--- src/rtl/strobe_prescaler.sv ---
module strobe_prescaler #(
  parameter int SRC_N   = 4,
  parameter int SEL_W   = $clog2(SRC_N),
  parameter int SCALE_W = 4
) (
  input  logic               clk,
  input  logic               rst_n,
  input  logic               run,
  input  logic [SRC_N-1:0]   src_en,
  input  logic [SEL_W-1:0]   clk_sel,
  input  logic               pulse_mode,
  input  logic               bypass,
  input  logic [SCALE_W-1:0] scale,
  input  logic               pulse_in,
  output logic               tick
);
  localparam int CNT_W = 1 << SCALE_W;
  localparam logic [CNT_W:0] ONE = {{CNT_W{1'b0}}, 1'b1};

  logic [CNT_W-1:0] cnt;
  logic             acc;

  wire             stb    = src_en[clk_sel];
  wire             direct = bypass | (pulse_mode & (scale == '0));
  wire [SCALE_W:0] sh     = pulse_mode ? {1'b0, scale}
                                       : {1'b0, scale} + (SCALE_W+1)'(1);
  wire [CNT_W:0]   lim    = (ONE << sh) - ONE;
  wire             hit    = ({1'b0, cnt} == lim);

  always_ff @(posedge clk or negedge rst_n) begin
    if (!rst_n) begin
      cnt  <= '0;
      acc  <= 1'b0;
      tick <= 1'b0;
    end else if (!run) begin
      cnt  <= '0;
      acc  <= pulse_in;
      tick <= 1'b0;
    end else if (!pulse_mode) begin
      acc  <= pulse_in;
      tick <= 1'b0;
      if (direct) begin
        cnt  <= '0;
        tick <= stb;
      end else if (stb) begin
        if (hit) begin
          cnt  <= '0;
          tick <= 1'b1;
        end else begin
          cnt <= cnt + 1'b1;
        end
      end
    end else if (direct) begin
      cnt  <= '0;
      acc  <= pulse_in;
      tick <= pulse_in & ~acc;
    end else begin
      tick <= 1'b0;
      if (pulse_in == acc) begin
        cnt <= '0;
      end else if (stb) begin
        if (hit) begin
          cnt  <= '0;
          acc  <= pulse_in;
          tick <= pulse_in;
        end else begin
          cnt <= cnt + 1'b1;
        end
      end
    end
  end
endmodule

--- config.mk ---
export PLATFORM = sky130hd
export DESIGN_NAME = strobe_prescaler
export DESIGN_NICKNAME = d
export VERILOG_FILES = /design/src/rtl/strobe_prescaler.sv
export SDC_FILE = /design/constraint.sdc
export NUM_CORES = 1
export LEC_CHECK = 0
export BUFFER_PORTS_ARGS = -buffer_cell sky130_fd_sc_hd__buf_4
export CAP_MARGIN = 5
export CELL_PAD_IN_SITES_DETAIL_PLACEMENT = 1
export CELL_PAD_IN_SITES_GLOBAL_PLACEMENT = 1
export CORE_MARGIN = 8
export CORE_UTILIZATION = 35
export DETAILED_ROUTE_END_ITERATION = 6
export HOLD_SLACK_MARGIN = 0.1
export PLACE_DENSITY_LB_ADDON = 0.08
export SLEW_MARGIN = 20
export SYNTH_ARGS = -nofsm -noshare
export SYNTH_HDL_FRONTEND = slang
export SYNTH_SLANG_ARGS = --single-unit
--- constraint.sdc ---
create_clock -name clk -period 4.9 [get_ports clk]
set_input_delay 0.735 -clock clk [delete_from_list [all_inputs] [get_ports clk]]
set_output_delay 0.735 -clock clk [all_outputs]
set_load 0.01 [all_outputs]
==> impl_metrics.env, run 1 <==
export IMPL_first_global_vias=1997
export IMPL_cp_top_family="simple AND/OR/NAND/NOR gates"
export IMPL_nNetsFinal=276
export IMPL_clk_pin_slew_ns=0.08
export IMPL_fillers=704
export IMPL_fin_crit_sh=0.883
export IMPL_cp_cell_sequence="buf_4, inv_1, ha_1, nor3b_1, a32o_1, nand2_1, ha_1, a311oi_1, a221oi_1, xor2_1, o32a_1, or3_1, nor4_4, buf_4, nor3_1"
export IMPL_dp_hpwl_um=4820
export IMPL_status="completed"
export IMPL_layout_cells_non_filler=329
export IMPL_cts_path_max_buffers=2
export IMPL_numCtsBuffers=3
export IMPL_path_max_fanout=18
export IMPL_ctsHoldBuffers=0
export IMPL_row_count=28
export IMPL_crit_arrival_ns=4.43
export IMPL_post_cts_setup_buffers=0
export IMPL_synth_compound_area_frac=0.212
export IMPL_dpl_cell_count=325
export IMPL_hold_ws_ns=0.341
export IMPL_crit_type="in2reg"
export IMPL_antenna_found_initial=0
export IMPL_final_cell_area_mm2=0.00228
export IMPL_cp_required_ns=5.00
export IMPL_synthFlopType="dfrtp_1"
export IMPL_wirelength_um=6180
export IMPL_synth_edf_count=0
export IMPL_slew_violations=0
export IMPL_cts_tree="built"
export IMPL_p_per_area_mw_per_mm2=180
export IMPL_final_cell_mix="xnor2_1 (18), dfrtp_1 (18), buf_4 (17), nand2_1 (15)"
export IMPL_syn_area_mm2=0.00210
export IMPL_dr_pass1_iters=4
export IMPL_post_place_ws_ns=0.286
export IMPL_critPathLaunchType="input pin"
export IMPL_synth_mux_area_frac=0.0316
export IMPL_synth_cell_types=66
export IMPL_leakage_uw=0.000883
export IMPL_dpl_cell_area_mm2=0.00223
export IMPL_yosys_area_share_simple=0.324
export IMPL_min_period_ns=4.33
export IMPL_yosysWarnings=0
export IMPL_relSlewSlack=0.401
export IMPL_worst_path_buf_inv=3
export IMPL_endpoint_kind="flip-flop"
export IMPL_layout_drive_gt1_share=0.169
export IMPL_skew_ns=0.00452
export IMPL_grt_pass1_wl_um=10200
export IMPL_synth_xor_area_frac=0.121
export IMPL_maxCapViolCount=0
export IMPL_hold_viol=0
export IMPL_grt_overflow_total=0
export IMPL_synth_adder_area_share=0.0298
export IMPL_max_freq_mhz=231
export IMPL_ys_seq_elements=18
export IMPL_syn_instance_count=247
export IMPL_coreArea_mm2=0.00585
export IMPL_postSynthAreaPerCell_um2=8.49
export IMPL_insertion_delay_ns=0.26
export IMPL_drc=0
export IMPL_synth_async_reset_ratio=1.00
export IMPL_worst_slack_ns=0.575
export IMPL_fin_tns_setup_ns=0
export IMPL_synth_top_family_by_area="simple AND/OR/NAND/NOR gates"
export IMPL_synth_seq_area_share=0.215
export IMPL_grt_max_degree=28
export IMPL_setup_viol=0
export IMPL_ctsRootBufferMaster="clkbuf_8"
export IMPL_cts_sinks=18
export IMPL_place_port_buffers=16
export IMPL_syn_num_nets=268
export IMPL_final_antenna_net_count=0
export IMPL_reg2reg_depth=6
export IMPL_startpoint="scale[0]"
export IMPL_grtUsageTotal=0.145
export IMPL_io_pins=17
export IMPL_first_iter_violations=58
export IMPL_reg2reg_to="cnt[3]"
export IMPL_design_die_area_mm2=0.00873
export IMPL_die_w_um=93.4
export IMPL_area_growth_syn_to_layout_pct=8.71
export IMPL_max_stage_delay_ns=0.42
export IMPL_start_util=0.359
export IMPL_h_tree_depth=1
export IMPL_ir_drop_mv=0.0989
export IMPL_cts_resized=0
export IMPL_max_slew_worst_pin_slew_ns=0.896
export IMPL_viasPerCell=5.83
export IMPL_wl_per_cell_um=18.8
export IMPL_rr_startpoint="cnt[3]"
export IMPL_rsz0062_at_grt="false"
export IMPL_hp_class="in2async"
export IMPL_ff2ff_setup_slack_ns=2.41
export IMPL_antenna_cells=0
export IMPL_fp_dieH_um=93.4
export IMPL_crit_path_top_delay_cell="or3_1"
export IMPL_place_congestion=0.956
export IMPL_vias=1919
[worst reg2reg max path, cell delays in order (launching register included)]
cell	delay [ns]
dfrtp_1	0.46
or4_1	0.55
a32o_1	0.31
or3_1	0.40
nor4_4	0.25
buf_4	0.29
nor3_1	0.09
[report_power, final]
part	internal, uW	switching [uW]	total [uW]	leakage [uW]
Clock	71.4	54.8	126	0.0000288
Combinational	49.8	81.4	131	0.000606
Sequential	150	1.87	152	0.000249
[cell usage after synthesis, drive strengths merged (3+ instances only)]
library cell,number,area share
o21ai,6,0.020
a221oi,3,0.013
nand2,15,0.027
clkbuf,4,0.0072
nor3,20,0.072
or3,3,0.0089
a31oi,3,0.0089
inv,12,0.021
and3,6,0.018
xor2,11,0.046
a32o,3,0.014
a21o,3,0.011
and2,3,0.010
nand3,13,0.031
nand4,5,0.015
nor2,13,0.023
a21oi,8,0.021
or4,4,0.016
a311oi,3,0.013
mux2i,4,0.021
nor4,4,0.022
buf,10,0.038
nor2b,6,0.018
dfrtp,18,0.21
and4b,3,0.015
ha,5,0.030
xnor2,18,0.075
nand2b,5,0.015
a211o,3,0.013
[cell families (layout without fill, tap and decap cells)]
group / count (synthesis) / count (layout)
adders and majority gates: 5 / 5
muxes: 5 / 5
and+or+nand+nor: 108 / 108
buffers and inverters: 26 / 33
AOI/OAI and AO/OA: 56 / 56
xor gates and xnor gates: 29 / 29
DFF: 18 / 18
[flip-flops by register name (all words and copies together), names as in the netlist]
signal / cells
tick: 1
cnt: 16
acc: 1
[layer usage]
metal  part of all wire  vias to the layer above  global-route usage
met5                  0                        -                   0
met4              0.012                        0              0.0362
met2               0.48                       23               0.246
met3              0.025                        6              0.0176
li1                   -                      939                   -
met1               0.49                      951               0.189
[worst max-delay path by stage]
stage,cells past startpoint,end
after floorplan,16,cnt[10]
after global placement,15,cnt[0]
after detailed placement,15,cnt[3]
after CTS,15,cnt[3]
after global routing,15,cnt[3]
final,15,cnt[3]
[final cells by class]
class | instances | area (um2) | share of cell area
clock buffers | 4 | 55.1 | 0.0241
inverters | 12 | 45.0 | 0.0197
multi-input cells | 203 | 1510 | 0.662
flip-flops and latches | 18 | 450 | 0.197
well taps | 75 | 93.8 | 0.0411
repair buffers | 17 | 128 | 0.0560
[through the flow]
step,util,power [uW]
final,0.390,409
after global placement,0.380,286
after global routing,0.390,429
after detailed placement,0.380,285
after floorplan,-,248
after CTS,0.390,413
No activity file was read; power rests on OpenSTA's default activity.
==> run 2, diff against run 1 <==
Clock period 4.9 ns to 5.47 ns, I/O delays scaled along.
==> run 2 against run 1 <==
Effect of this change: die area did not move; worst setup slack improved by 0.40 ns; worst hold slack improved by 0.083 ns; sequential cell count stayed put; sequential power shrank 11%; largest power group unchanged.
==> impl_metrics.env, run 2 (synthesis results as in run 1) <==
export IMPL_die_w_um=93.4
export IMPL_top_regs="cnt (16), acc (1), tick (1)"
export IMPL_setup_viol=0
export IMPL_nNetsFinal=276
export IMPL_h_tree_depth=1
export IMPL_clk_pin_slew_ns=0.08
export IMPL_hold_ws_ns=0.424
export IMPL_insertion_delay_ns=0.26
export IMPL_first_global_vias=1992
export IMPL_path_max_fanout=18
export IMPL_hp_class="in2async"
export IMPL_final_cell_mix="xnor2_1 (18), dfrtp_1 (18), buf_4 (17), nand2_1 (15)"
export IMPL_skew_ns=0.00599
export IMPL_top_register="cnt"
export IMPL_ctsRootBufferMaster="clkbuf_8"
export IMPL_largest_reg_flops=16
export IMPL_row_count=28
export IMPL_hold_viol=0
export IMPL_dr_wl_met2_um=2990
export IMPL_cts_resized=0
export IMPL_place_port_buffers=16
export IMPL_cp_required_ns=5.58
export IMPL_grt_overflow_total=0
export IMPL_io_pins=17
export IMPL_endpoint_kind="flip-flop"
export IMPL_antenna_cells=0
export IMPL_crit_type="in2reg"
export IMPL_wl_met1_um=3100
export IMPL_leakage_uw=0.000883
export IMPL_wl_met3_um=136
export IMPL_fin_crit_sh=0.822
export IMPL_status="completed"
export IMPL_grt_max_degree=28
export IMPL_area_growth_syn_to_layout_pct=8.71
export IMPL_maxCapViolCount=0
export IMPL_wl_per_cell_um=19.1
export IMPL_fillers=710
export IMPL_rsz0062_at_grt="false"
export IMPL_grt_pass1_wl_um=10300
export IMPL_antenna_found_initial=0
export IMPL_dr_max_layer_used="met4"
export IMPL_start_util=0.359
export IMPL_dr_pass1_iters=4
export IMPL_relSlewSlack=0.389
export IMPL_coreArea_mm2=0.00585
export IMPL_drc=0
export IMPL_dpl_cell_area_mm2=0.00223
export IMPL_cts_tree="built"
export IMPL_critPathLaunchType="input pin"
export IMPL_fin_tns_setup_ns=0
export IMPL_place_congestion=0.955
export IMPL_ctsHoldBuffers=0
export IMPL_dp_hpwl_um=4810
export IMPL_cts_path_max_buffers=2
export IMPL_min_period_ns=4.49
export IMPL_first_iter_violations=85
export IMPL_multiInputGateArea_mm2=0.00151
export IMPL_vias=1935
export IMPL_grtUsageTotal=0.148
export IMPL_max_slew_worst_pin_slew_ns=0.914
export IMPL_max_freq_mhz=223
export IMPL_p_per_area_mw_per_mm2=162
export IMPL_fp_dieH_um=93.4
export IMPL_final_cell_area_mm2=0.00228
export IMPL_ir_drop_mv=0.103
export IMPL_layout_drive_gt1_share=0.169
export IMPL_cts_sinks=18
export IMPL_seqCellArea_um2=450
export IMPL_post_cts_setup_buffers=0
export IMPL_design_die_area_mm2=0.00873
export IMPL_crit_arrival_ns=4.60
export IMPL_numCtsBuffers=3
export IMPL_viasPerCell=5.88
export IMPL_final_antenna_net_count=0
export IMPL_wirelength_um=6280
export IMPL_slew_violations=0
run 2: final timing paths:
kind                       slack (ns)  startpoint  endpoint  cells past startpoint
max reg2reg                      2.95      cnt[3]    cnt[0]                      6
min in group clk                 0.57         acc       acc                      2
max in group asynchronous        4.84       rst_n   cnt[12]                      1
min reg2reg                      0.57         acc       acc                      2
max                              0.98    scale[0]    cnt[0]                     15
min                              0.42       rst_n   cnt[13]                      1
run 2: critical path: stages:
cell,delay (ns)
buf_4,0.20
inv_1,0.07
ha_1,0.35
nor3b_1,0.39
a32o_1,0.32
nand2_1,0.09
ha_1,0.32
a311oi_1,0.26
a221oi_1,0.14
xor2_1,0.17
o32a_1,0.39
or3_1,0.43
nor4_4,0.26
buf_4,0.30
nor3_1,0.08
run 2: metal layers:
layer	vias to the layer above	GRT usage
li1	939	-
met1	973	0.197
met2	19	0.249
met3	4	0.0192
met4	0	0.0309
met5	-	0
run 2: area by class of cell:
type	count	share of cell area
multi-input cells	203	0.662
well taps	75	0.0411
inverters	12	0.0197
flip-flops and latches	18	0.197
clock buffers	4	0.0241
repair buffers	17	0.0560
run 2: per-stage QoR:
| step | worst slack (ns) | utilization | std cells | total power, uW |
|---|---|---|---|---|
| after floorplan | 1.16 | - | 247 | 222 |
| after global placement | 0.862 | 0.380 | 325 | 256 |
| after detailed placement | 0.764 | 0.380 | 325 | 256 |
| after CTS | 1.03 | 0.390 | 329 | 373 |
| after global routing | 0.722 | 0.390 | 329 | 388 |
| final | 0.976 | 0.390 | 329 | 369 |
run 2: report_power, final:
group / internal, uW / leakage, uW / switching, uW
clock network: 64.1 / 0.0000288 / 50.5
logic: 44.6 / 0.000606 / 73.2
registers: 134 / 0.000249 / 1.79
total: 243 / 0.000883 / 126
==> run 3, diff against run 2 <==
Settings changed: ABC_AREA set to 1.
Clock period 5.47 ns to 4.45 ns, I/O delays scaled along.
==> run 3 against run 2 <==
Effect of this change: routed wire length is 6.3% lower; critical path depth is 7 higher; global-route usage is 0.12 points lower; core utilization is 1.6 points higher; die area is 2.9% lower; worst hold slack worse by 0.16 ns.
==> impl_metrics.env, run 3 <==
export IMPL_drc=0
export IMPL_final_cell_area_mm2=0.00225
export IMPL_fp_dieH_um=92.1
export IMPL_numCtsBuffers=3
export IMPL_ys_seq_elements=18
export IMPL_synthFlopType="dfrtp_1"
export IMPL_syn_area_mm2=0.00202
export IMPL_wirelength_um=5880
export IMPL_p_per_area_mw_per_mm2=204
export IMPL_yosysWarnings=0
export IMPL_grt_pass1_wl_um=10200
export IMPL_cts_resized=0
export IMPL_relSlewSlack=0.708
export IMPL_grt_overflow_total=0
export IMPL_antenna_cells=0
export IMPL_slew_violations=0
export IMPL_ir_drop_mv=0.164
export IMPL_nNetsFinal=369
export IMPL_cp_required_ns=4.60
export IMPL_fin_crit_sh=0.747
export IMPL_cts_sinks=18
export IMPL_power_frac_comb=0.337
export IMPL_setup_viol=0
export IMPL_synth_edf_count=0
export IMPL_postSynthAreaPerCell_um2=6.12
export IMPL_io_pins=17
export IMPL_fin_tns_setup_ns=0
export IMPL_dpl_cell_area_mm2=0.00219
export IMPL_insertion_delay_ns=0.26
export IMPL_cts_path_max_buffers=2
export IMPL_switchingPower_uw=162
export IMPL_syn_instance_count=331
export IMPL_crit_arrival_ns=3.48
export IMPL_vias=2059
export IMPL_dr_pass1_iters=4
export IMPL_row_count=27
export IMPL_cts_tree="built"
export IMPL_first_global_vias=2200
export IMPL_place_congestion=0.819
export IMPL_final_antenna_net_count=0
export IMPL_rsz0062_at_grt="false"
export IMPL_area_growth_syn_to_layout_pct=11.1
export IMPL_critPathLaunchType="input pin"
export IMPL_hold_viol=0
export IMPL_h_tree_depth=1
export IMPL_final_common_cell="nand2_1"
export IMPL_leakage_uw=0.00116
export IMPL_maxCapViolCount=0
export IMPL_skew_ns=0.00307
export IMPL_max_freq_mhz=301
export IMPL_die_w_um=92.1
export IMPL_synth_adder_area_share=0.0309
export IMPL_synth_area_top_cells="dfrtp_1 (22%), nand2_1 (19%), inv_1 (9.3%), nand3_1 (8.7%), nor2_1 (6.1%)"
export IMPL_p_total_uw=458
export IMPL_grt_max_degree=19
export IMPL_place_port_buffers=16
export IMPL_design_die_area_mm2=0.00847
export IMPL_grtUsageTotal=0.147
export IMPL_crit_type="in2reg"
export IMPL_synth_seq_area_share=0.222
export IMPL_layout_cells_non_filler=419
export IMPL_ctsHoldBuffers=0
export IMPL_coreArea_mm2=0.00554
export IMPL_pwr_share_seq=0.366
export IMPL_dpl_cell_count=415
export IMPL_synth_compound_area_frac=0.0464
export IMPL_switching_share=0.355
export IMPL_clkPwrFrac=0.297
export IMPL_synth_async_reset_ratio=1.00
export IMPL_synthTopCellsByCount="nand2_1 (105), inv_1 (50), nand3_1 (35)"
export IMPL_wl_per_cell_um=14.0
export IMPL_top_register="cnt"
export IMPL_layout_drive_gt1_share=0.156
export IMPL_ctsRootBufferMaster="clkbuf_8"
export IMPL_yosys_area_share_simple=0.535
export IMPL_synth_cell_types=31
export IMPL_antenna_found_initial=0
export IMPL_first_iter_violations=39
export IMPL_dp_hpwl_um=4980
export IMPL_status="completed"
export IMPL_fillers=782
export IMPL_viasPerCell=4.91
export IMPL_path_max_fanout=13
export IMPL_hold_ws_ns=0.260
export IMPL_post_cts_setup_buffers=0
export IMPL_start_util=0.365
export IMPL_synth_top_area_frac=0.222
export IMPL_endpoint_kind="flip-flop"
export IMPL_yosysMostFrequentCell="nand2_1"
export IMPL_p_int_uw=296
export IMPL_clk_pin_slew_ns=0.06
export IMPL_synth_top_family_by_area="simple AND/OR/NAND/NOR gates"
export IMPL_min_period_ns=3.32
export IMPL_top_regs="cnt (16), acc (1), tick (1)"
export IMPL_synth_mux_area_frac=0
export IMPL_synth_xor_area_frac=0.0476
export IMPL_hp_class="in2async"
export IMPL_synth_top_area_cell="dfrtp_1"
export IMPL_max_slew_worst_pin_slew_ns=0.434
export IMPL_syn_num_nets=352
export IMPL_final_cell_mix="nand2_1 (105), inv_1 (50), nand3_1 (35), nor2_1 (33), dfrtp_1 (18)"
export IMPL_largest_reg_flops=16
-- run 3: cell count changes after synthesis, moves of 10 or more --
cell,delta
nor3_2,-10
nor2_1,+20
nand2_1,+90
xnor2_1,-15
nor2_2,+17
inv_1,+39
nand3_1,+22
-- run 3: layout make-up --
type / count / area (um2) / share of cell area
Clock buffer: 4 / 55.1 / 0.0245
Inverter: 52 / 198 / 0.0879
Multi-Input combinational cell: 257 / 1340 / 0.594
Sequential cell: 18 / 450 / 0.200
Tap cell: 72 / 90.1 / 0.0401
Timing Repair Buffer: 16 / 120 / 0.0534
-- run 3: logic make-up after synthesis --
family | after synthesis
simple gates | 224
buf+inv | 56
flops | 18
compound gates | 17
xor+xnor | 11
fa+ha+maj | 5
-- run 3: worst paths after layout --
| kind | start | end | slack (ns) | cells past startpoint |
|---|---|---|---|---|
| max | scale[0] | acc | 1.13 | 22 |
| min | rst_n | acc | 0.26 | 1 |
| max reg2reg | cnt[0] | cnt[14] | 2.27 | 9 |
| min reg2reg | acc | acc | 0.54 | 2 |
| max in group asynchronous | rst_n | cnt[14] | 4.00 | 1 |
| min in group clk | acc | acc | 0.54 | 2 |
-- run 3: critical path, stage by stage --
cell and delay [ns]:
buf_4 0.12, ha_1 0.24, nor2_1 0.10, nand2_1 0.07
nand3_2 0.23, nand2_1 0.19, inv_1 0.11, nand2_1 0.08
ha_1 0.34, xnor2_1 0.13, nor2_1 0.11, nand3_1 0.08
nor2_1 0.12, nand2_1 0.06, nor2_1 0.13, nand2_1 0.07
nor2_1 0.10, nand2_1 0.06, nor2_1 0.16, nand3_1 0.14
nand3_1 0.10, nand2_1 0.06
-- run 3: layer usage --
layer | up-vias | global-route usage | share of wire | routed length, um
li1 | 1063 | - | - | -
met1 | 969 | 0.188 | 0.51 | 2970
met4 | 0 | 0.0537 | 0.018 | 106
met5 | - | 0 | 0 | 0
met3 | 7 | 0.00896 | 0.014 | 81
met2 | 20 | 0.253 | 0.46 | 2720
-- run 3: power groups by stage --
stage                     Clock (uW)  Sequential (uW)  Combinational, uW
after floorplan                    0              170                112
after global placement             0              171                154
after detailed placement           0              171                156
after CTS                        139              168                157
after global routing             145              168                177
final                            136              168                154
-- run 3: metrics by stage --
step	setup WS, ns	utilization
finish	1.13	0.406
global route	0.817	0.406
CTS	1.12	0.406
detailed placement	0.850	0.396
global placement	0.914	0.396
floorplan	1.39	-
